## config.mk

```make
export PLATFORM = sky130hd
export DESIGN_NAME = irq_state_bank
export DESIGN_NICKNAME = d
export VERILOG_FILES = /design/src/rtl/irq_state_bank.sv
export SDC_FILE = /design/constraint.sdc
export NUM_CORES = 1
export LEC_CHECK = 0
export CELL_PAD_IN_SITES_DETAIL_PLACEMENT = 1
export CELL_PAD_IN_SITES_GLOBAL_PLACEMENT = 1
export CORE_MARGIN = 3
export CORE_UTILIZATION = 39
export CTS_BUF_LIST = sky130_fd_sc_hd__clkbuf_16
export CTS_CLUSTER_SIZE = 14
export DETAILED_ROUTE_END_ITERATION = 8
export GPL_TIMING_DRIVEN = 0
export PLACE_DENSITY_LB_ADDON = 0.3
export SLEW_MARGIN = 20
export SYNTH_ARGS = -nofsm -noshare
export SYNTH_HDL_FRONTEND = slang
export SYNTH_SLANG_ARGS = --single-unit
```

## constraint.sdc

```tcl
create_clock -name clk -period 8.3 [get_ports clk]
set_input_delay 1.245 -clock clk [delete_from_list [all_inputs] [get_ports clk]]
set_output_delay 1.245 -clock clk [all_outputs]
set_load 0.005 [all_outputs]
```

## src/rtl/irq_state_bank.sv

```systemverilog
module irq_state_bank #(
  parameter int NUM_VEC = 40
) (
  input  logic               clk,
  input  logic               rst_n,
  input  logic [11:0]        bus_addr,
  input  logic [31:0]        bus_wdata,
  input  logic [2:0]         bus_size,
  input  logic               bus_we,
  output logic [31:0]        bus_rdata,
  input  logic [NUM_VEC-1:0] active_in,
  output logic [NUM_VEC-1:0] irq_enable,
  output logic [NUM_VEC-1:0] irq_pending,
  output logic               upd_strobe
);
  localparam int          DW  = 32;
  localparam logic [10:0] NVW = 11'(NUM_VEC);
  localparam logic [11:0] TRIG_ADDR = 12'hF00;

  logic [NUM_VEC-1:0] en_q, pd_q, en_nx, pd_nx;
  logic               upd_q;

  // 64-byte blocks of the map
  wire [5:0] blk     = bus_addr[11:6];
  wire       win_es  = blk == 6'd4;
  wire       win_ec  = blk == 6'd6;
  wire       win_ps  = blk == 6'd8;
  wire       win_pc  = blk == 6'd10;
  wire       win_act = blk[5:1] == 5'd6;
  wire       hit_es  = bus_we && win_es;
  wire       hit_ec  = bus_we && win_ec;
  wire       hit_ps  = bus_we && win_ps;
  wire       hit_pc  = bus_we && win_pc;
  wire [5:0] nbits   = {bus_size, 3'b000};
  wire [9:0] off8    = win_act ? {bus_addr[6:0], 3'b000} : {1'b0, bus_addr[5:0], 3'b000};
  wire [8:0] trig_ix = bus_wdata[8:0];
  wire       trig_hit = bus_we && (bus_addr == TRIG_ADDR) && (bus_size == 3'd4)
                        && ({2'b00, trig_ix} < NVW);

  for (genvar j = 0; j < NUM_VEC; j++) begin : g_lane
    localparam logic [10:0] JV = 11'(j);
    wire [10:0] rel = JV - {1'b0, off8};
    wire        cov = (JV >= {1'b0, off8}) && (rel < {5'b0, nbits});
    wire        wb  = cov && bus_wdata[rel[4:0]];
    wire        tr  = trig_hit && ({2'b00, trig_ix} == JV);
    assign en_nx[j] = (hit_es && wb) ? 1'b1 : (hit_ec && wb) ? 1'b0 : en_q[j];
    assign pd_nx[j] = ((hit_ps && wb) || tr) ? 1'b1 : (hit_pc && wb) ? 1'b0 : pd_q[j];
  end

  always_ff @(posedge clk) begin
    if (!rst_n) begin
      en_q  <= '0;
      pd_q  <= '0;
      upd_q <= 1'b0;
    end else begin
      en_q  <= en_nx;
      pd_q  <= pd_nx;
      upd_q <= hit_es || hit_ec || hit_ps || hit_pc || trig_hit;
    end
  end

  wire [NUM_VEC-1:0] rd_src = win_act ? active_in :
                              (win_es || win_ec) ? en_q :
                              (win_ps || win_pc) ? pd_q : '0;

  for (genvar i = 0; i < DW; i++) begin : g_rd
    wire [10:0]        idx = {1'b0, off8} + 11'(i);
    wire               ok  = (6'(i) < nbits) && (idx < NVW);
    wire [NUM_VEC-1:0] shv = rd_src >> idx;
    assign bus_rdata[i] = ok && shv[0];
  end

  assign irq_enable  = en_q;
  assign irq_pending = pd_q;
  assign upd_strobe  = upd_q;

  assert_strobe_follows_write_R11: assert property (@(posedge clk) disable iff (!rst_n)
    upd_strobe |-> $past(bus_we));

  assert_active_window_ro_R7: assert property (@(posedge clk) disable iff (!rst_n)
    (bus_we && win_act) |=> ($stable(irq_enable) && $stable(irq_pending) && !upd_strobe));

  assert_idle_holds_state_R2: assert property (@(posedge clk) disable iff (!rst_n)
    !bus_we |=> ($stable(irq_enable) && $stable(irq_pending) && !upd_strobe));

  assert_enable_write_keeps_pending_R5: assert property (@(posedge clk) disable iff (!rst_n)
    (bus_we && (win_es || win_ec)) |=> $stable(irq_pending));

  assert_pending_write_keeps_enable_R5: assert property (@(posedge clk) disable iff (!rst_n)
    (bus_we && (win_ps || win_pc)) |=> $stable(irq_enable));

  assert_trigger_pends_R10: assert property (@(posedge clk) disable iff (!rst_n)
    (trig_hit && trig_ix == 9'd0) |=> irq_pending[0]);
endmodule

```

# Word level (Yosys, flattened, before mapping)

Index checks and enable logic that the tools add are counted.

Add/subtract/negate cells: 71
Multipliers: 0
Div/mod/pow operators: 0
$lt $le $gt $ge: 185
Equality and inequality tests: 46
Shift-type cells: 32
Mux-type cells: 244
Bitwise operators: 0
Reduce and logical (&&, ||, !) cells: 478

Operators by type and width:

| kind                                                 | count |
|---|---|
| >> shifter 40 x 11 -> 1 bit                          | 31 |
| < comparator 11 x 6 -> 1 bit                         | 40 |
| logical AND 1 bit                                    | 351 |
| < comparator 11 x 6 -> 1 bit (second input constant) | 31 |
| < comparator 5 x 6 -> 1 bit (second input constant)  | 40 |
| binary-select mux 1 bit (select 5 bit)               | 40 |
| 2-to-1 mux 1 bit                                     | 200 |
| adder 10 x 5 -> 11 bit (second input constant)       | 16 |
| subtractor 5 x 10 -> 11 bit (first input constant)   | 16 |
| >= comparator 5 x 10 -> 1 bit (first input constant) | 16 |
| nonzero test 2 bit                                   | 80 |
| == test 9 x 5 -> 1 bit (second input constant)       | 16 |
| 2-to-1 mux 40 bit                                    | 3 |
| < comparator 5 x 6 -> 1 bit (first input constant)   | 16 |
| adder 10 x 4 -> 11 bit (second input constant)       | 8 |
| subtractor 4 x 10 -> 11 bit (first input constant)   | 8 |
| subtractor 6 x 10 -> 11 bit (first input constant)   | 8 |
| >= comparator 4 x 10 -> 1 bit (first input constant) | 8 |
| >= comparator 6 x 10 -> 1 bit (first input constant) | 8 |
| == test 9 x 4 -> 1 bit (second input constant)       | 8 |
| == test 9 x 6 -> 1 bit (second input constant)       | 8 |
| < comparator 4 x 6 -> 1 bit (first input constant)   | 8 |
| logical OR 1 bit                                     | 46 |
| adder 10 x 3 -> 11 bit (second input constant)       | 4 |
| other kinds (24)                                     | 46 |

Register bits after elaboration: 81
Latch bits: 0
Memory bits (writable): 0
ROM bits: 0
Input port bits: 90
Output and inout port bits: 113
Word-level logic and storage cells: 1137
Memories kept: 0

# Logic depth before layout (Yosys ltp)

Word-level depth: 9
Mapped depth: 18
Mapped depth without buffers: 10

# Worst setup path after synthesis

No wires, ideal clock.

Kind: in2out
Start: in bus_addr[0]
End: out bus_rdata[25]
Data arrival time: 3.722 ns
Data required time: 7.055 ns
Path slack: 3.333 ns
Cell stages on the path: 13
Path buffers: 6
Path through: buf_2 -> buf_4 -> buf_4 -> buf_2 -> inv_1 -> buf_2 -> buf_2 -> ha_1 -> xor2_1 -> o2111ai_1 -> a211oi_1 -> nand3_1 -> nor3_1

Cells in the longest elaborated chain, start to end: 5
Elaborated cells on any way between the ends: 6
Those cells by class: add/sub: 1; order compare: 1; shift: 1; mux: 1; reduce/logical: 2

Ends and longest elaborated chain:

| item                         | line | RTL |
|---|---|---|
| from (decl)                  | 6    | `input logic [11:0] bus_addr,` |
| 2-to-1 mux 10 bit (*)        | 35   | `wire [9:0] off8 = win_act ? {bus_addr[6:0], 3'b000} : {1'b0, bus_addr[5:0], 3'b000};` |
| adder 10 x 5 -> 11 bit (*)   | 67   | `wire [10:0] idx = {1'b0, off8} + 11'(i);` |
| < comparator 11 x 6 -> 1 bit | 68   | `wire ok = (6'(i) < nbits) && (idx < NVW);` |
| logical AND 1 bit            | 68   |  |
| logical AND 1 bit (*)        | 70   | `assign bus_rdata[i] = ok && shv[0];` |
| to (decl)                    | 10   | `output logic [31:0] bus_rdata,` |

Mark *: on every way between the ends. The rest lies on a longest branch, timed or not.

# Final worst setup path

Start: in bus_addr[0]
End: out bus_rdata[26]

The elaborated chain is that of the path after synthesis.

==> results.md <==
- For this design the ratio of total power to cell area is 113 mW/mm2.
- After clock tree synthesis, the clock-pin slew on the worst setup and hold paths is 0.07 ns.
- Across the VDD grid, the largest voltage drop is 0.0949 mV.
- The number of H-tree branching levels is 3.
- 203 I/O pins were placed.
- From left edge to right edge, the die measures 141 um.
- Summed over all layers, the routed wires come to 39,600 um.
- Once detail routing completed, the nets flagged for antenna violations numbered 0.
- The critical path in this run is classified as in2out.
- Synthesis handed over a netlist of 842 instances.
- On the final layout, the worst clock skew is 0 ns.
- The reported max-cap violation count is 0.
- The weighted congestion reported at the end of routability-driven placement is 1.02.
- The initial utilization of the core area, before any placement, comes to 40.6%.
- In this run, CTS created clock tree buffers numbering 9.
- The reg-to-reg critical path startpoint is irq_pending[35].
- Row generation in the floorplan step produced 48 rows.
- The net count after synthesis is 954.
- The internal power of the cells totals 758 uW.
- The die is 141 um tall.
- Counting flops with a built-in enable in the synthesized netlist gives 0.
- The type of the worst min-delay path is reg2reg.
- The fraction of final layout cells with drive strength greater than 1 is 11.7%.
- The sum of buffers and inverters on the critical path is 9.
- Of the total power, the clock network draws 41.0%.
- The longest clock path from root to sink contains 2 buffers.
- The destination of the critical timing path is bus_rdata[26].
- The final core area utilization is 55.6%.
- Summing every instance area after synthesis gives 0.00715 mm2.
- In the layout the commonest cells are clkdlybuf4s50_1, dfxtp_1, nand2_1.
- For this block, the initial DRC count from the detailed router was 1,434.
- Headroom to the max-slew limit came out at 35.3%.
- After global routing the overflow that remains totals 0.
- The final number of hold-violating endpoints is 0.
- The critical path depth in cells is 15.
- The total clock sinks is 81.
- Once detailed placement completed, the half-perimeter wirelength came to 30,500 um.
- In the routed design, unresolved DRC markers number 0.
- For this run, the register share of the synthesized area comes to 22.7%.
- The final layout net count is 1,167.
- The worst path uses 85.2% of the clock period.
- After synthesis the netlist holds a flip-flop and latch count of 81.
- In this run the static leakage power is 0.00328 uW.
- The library cell used most frequently in the layout, excluding fill and tap cells, is clkdlybuf4s50_1.
- The count of buffers added on input and output ports is 201.
- The most critical setup path has its startpoint at bus_addr[0].
- The distinct cell type count after synthesis is 69.
- The required time of the critical path is 7.05 ns.
- The share of total power dissipated in combinational logic is 24.0%.
- The via density per instance is 7.14.
- The longest individual stage delay on the worst path is 0.56 ns.
- Across all layers, the routed design uses 9,188 vias.
- The slew at the pin closest to its max-slew limit is 0.963 ns.
- The first global-routing pass estimated 57,700 um of wire.
- In this run the power spent charging and discharging nets is 351 uW.
- The number of global-route vias before repair came to 8,942.
- The routed length per placed instance is 30.8 um.
- The most used flip-flop cell after synthesis is dfxtp_1.
- For this run, the total global-route usage over all layers was measured as 37.8%.
- Based on the critical path, the design can be clocked at up to 141 MHz.
- The count of TritonRoute iterations in the first routing pass is 5.
- Setup total negative slack on the finished layout was measured at 0 ns.
- The clock tree root driver cell is clkbuf_16.
- Dividing the synthesized area by the synthesized cell count gives 8.49 um2.
- The final setup violation count is 0.
- The synthesis warning total is 0.
- Setup repair after global routing left no endpoint under its margin.
- For this design, the CTS-stage hold fixing added 0 buffers.
- The number of antenna violations at the first check in global routing is 0.
- The die covers 0.0200 mm2.
- The critical path goes through clkdlybuf4s50_1 -> buf_2 -> buf_4 -> buf_4 -> buf_2 -> inv_1 -> buf_2 -> buf_2 -> ha_1 -> xor2_1 -> o2111ai_1 -> a211oi_1 -> nand3_1 -> nor3_1 -> clkdlybuf4s50_1.
- Net switching is 31.6% of the power.
- In this run, flip-flops and latches consume 35.0% of the power.
- The placeable core area is 0.0176 mm2.
- TritonCTS built the clock tree.
- The kind of cell adding the most delay to the critical path is buffers and inverters.
- For this run, asynchronously set or reset flops after synthesis account for 0%.
- The fill cell instance count of the final layout is 2,110.
- The number of setup buffers added after CTS is 0.
- The insertion delay to the later sink of the worst-skew pair is 0.34 ns.
- The internal reg-to-reg setup slack is 7.29 ns.
- The number of instances resized during post-cts repair is 0.
- STA classifies the critical path startpoint as an input pin.
- The run finished with clean final reports.
- The final-report max-slew violation count is 0.
- The minimum period implied by the final worst setup slack is 7.07 ns.
- The layout overhead on the synthesized area is 36.9%.
- The signal arrival time at the worst endpoint is 5.83 ns.
- Along the worst path, the maximum fanout reaches 11.
- The worst setup path is captured at an output port.
- The standard cell with the maximum stage delay on the critical path is clkdlybuf4s50_1.
- By instance count, the cell type seen most on the critical path is buf_2.
- The worst reg2reg path endpoint is irq_pending[35].
- The largest net degree at the start of global routing is 16.
- Measured in cells, the most critical reg-to-reg path has a length of 2.
[kinds of logic after synthesis]
family                     count (synthesis)  share of synthesized area (%)
AOI/OAI and AO/OA                        291                           31.9
xor gates and xnor gates                   5                          0.613
adders and majority gates                 22                           3.85
buffers and inverters                    103                           6.18
DFF                                       81                           22.7
muxes                                     43                           11.8
and+or+nand+nor                          297                           22.9
[state kept, by name, summed over array words and instances (netlist names)]
| register | flops |
|---|---|
| irq_enable | 40 |
| irq_pending | 40 |
| upd_strobe | 1 |
[through the flow]
| stage | power [uW] | hold WS (ns) | setup slack (ns) | instance area [um2] | std cells |
|---|---|---|---|---|---|
| 2_1_floorplan | 531 | 0.484 | 3.33 | 7150 | 842 |
| 3_3_place_gp | 648 | 0.492 | 1.28 | 9440 | 1268 |
| 3_5_place_dp | 650 | 0.501 | 1.20 | 9450 | 1269 |
| 4_1_cts | 1090 | 0.510 | 1.18 | 9780 | 1285 |
| 5_1_grt | 1130 | 0.541 | 0.854 | 9780 | 1285 |
| 6_report | 1110 | 0.511 | 1.23 | 9790 | 1286 |
[synthesized netlist by cell type, types with 4 or more instances]
cell type / number / area share, %
dfxtp_1: 81 / 23
nand2_1: 78 / 4.1
nor2_1: 41 / 2.2
clkbuf_1: 40 / 2.1
a31oi_1: 39 / 3.4
nand3_1: 35 / 2.5
a22oi_1: 33 / 3.5
and3_1: 33 / 2.9
mux4_2: 33 / 10
buf_2: 30 / 2.1
a32o_1: 25 / 3.5
nor3_1: 25 / 1.8
inv_1: 23 / 1.2
a21boi_0: 22 / 2.3
a221o_1: 22 / 3.1
ha_1: 22 / 3.9
o21ai_0: 18 / 1.3
o2bb2ai_1: 16 / 2.0
a211oi_1: 15 / 1.6
a21oi_1: 15 / 1.1
nor4_1: 15 / 1.3
o31a_1: 15 / 1.8
a31o_2: 14 / 1.7
o22ai_1: 12 / 1.1
a21o_1: 10 / 1.1
a32oi_1: 10 / 1.2
mux2i_1: 10 / 1.4
nand2b_1: 9 / 0.79
and2_1: 8 / 0.70
or3_1: 8 / 0.70
nand3b_1: 7 / 0.74
a221oi_1: 6 / 0.74
nor2b_1: 5 / 0.44
nor3b_1: 5 / 0.53
buf_4: 4 / 0.42
nor4b_1: 4 / 0.49
o21a_1: 4 / 0.42
or2_2: 4 / 0.35
[per-layer routing]
metal	vias up	wire length, um	GRT usage (%)
met4	0	2040	16.9
met3	158	4430	7.21
li1	3774	-	-
met5	-	0	0
met2	756	17800	60.8
met1	4500	15300	49.3
[worst register-to-register path: cells and delay by family, from the launching register on]
kind            cells  cell delay (ns)
compound gates      2             0.50
flops               1             0.40
[power groups by stage]
| stage | Clock [uW] | Combinational (uW) | Sequential (uW) |
|---|---|---|---|
| finish | 455 | 266 | 388 |
| CTS | 449 | 256 | 389 |
| global placement | 0 | 250 | 397 |
| global route | 467 | 274 | 388 |
| floorplan | 0 | 133 | 397 |
| detailed placement | 0 | 252 | 397 |
[worst min path at each step]
stage / start / endpoint / depth (start not counted)
2_1_floorplan: irq_pending[17] / irq_pending[17] / 2
3_3_place_gp: irq_pending[23] / irq_pending[23] / 2
3_5_place_dp: irq_pending[23] / irq_pending[23] / 2
4_1_cts: irq_pending[23] / irq_pending[23] / 2
5_1_grt: irq_pending[18] / irq_pending[18] / 2
6_report: irq_pending[23] / irq_pending[23] / 2
[layout make-up]
cell class,instances,area [um2],area share (%)
Antenna cell,1,2.50,0.0256
Buffer,79,352,3.59
Clock buffer,9,225,2.30
Clock inverter,7,101,1.04
Inverter,24,90.1,0.920
Multi-Input combinational cell,658,5100,52.1
Sequential cell,81,1620,16.6
Tap cell,225,282,2.88
Timing Repair Buffer,202,2020,20.6
No activity file was read; power rests on OpenSTA's default activity.
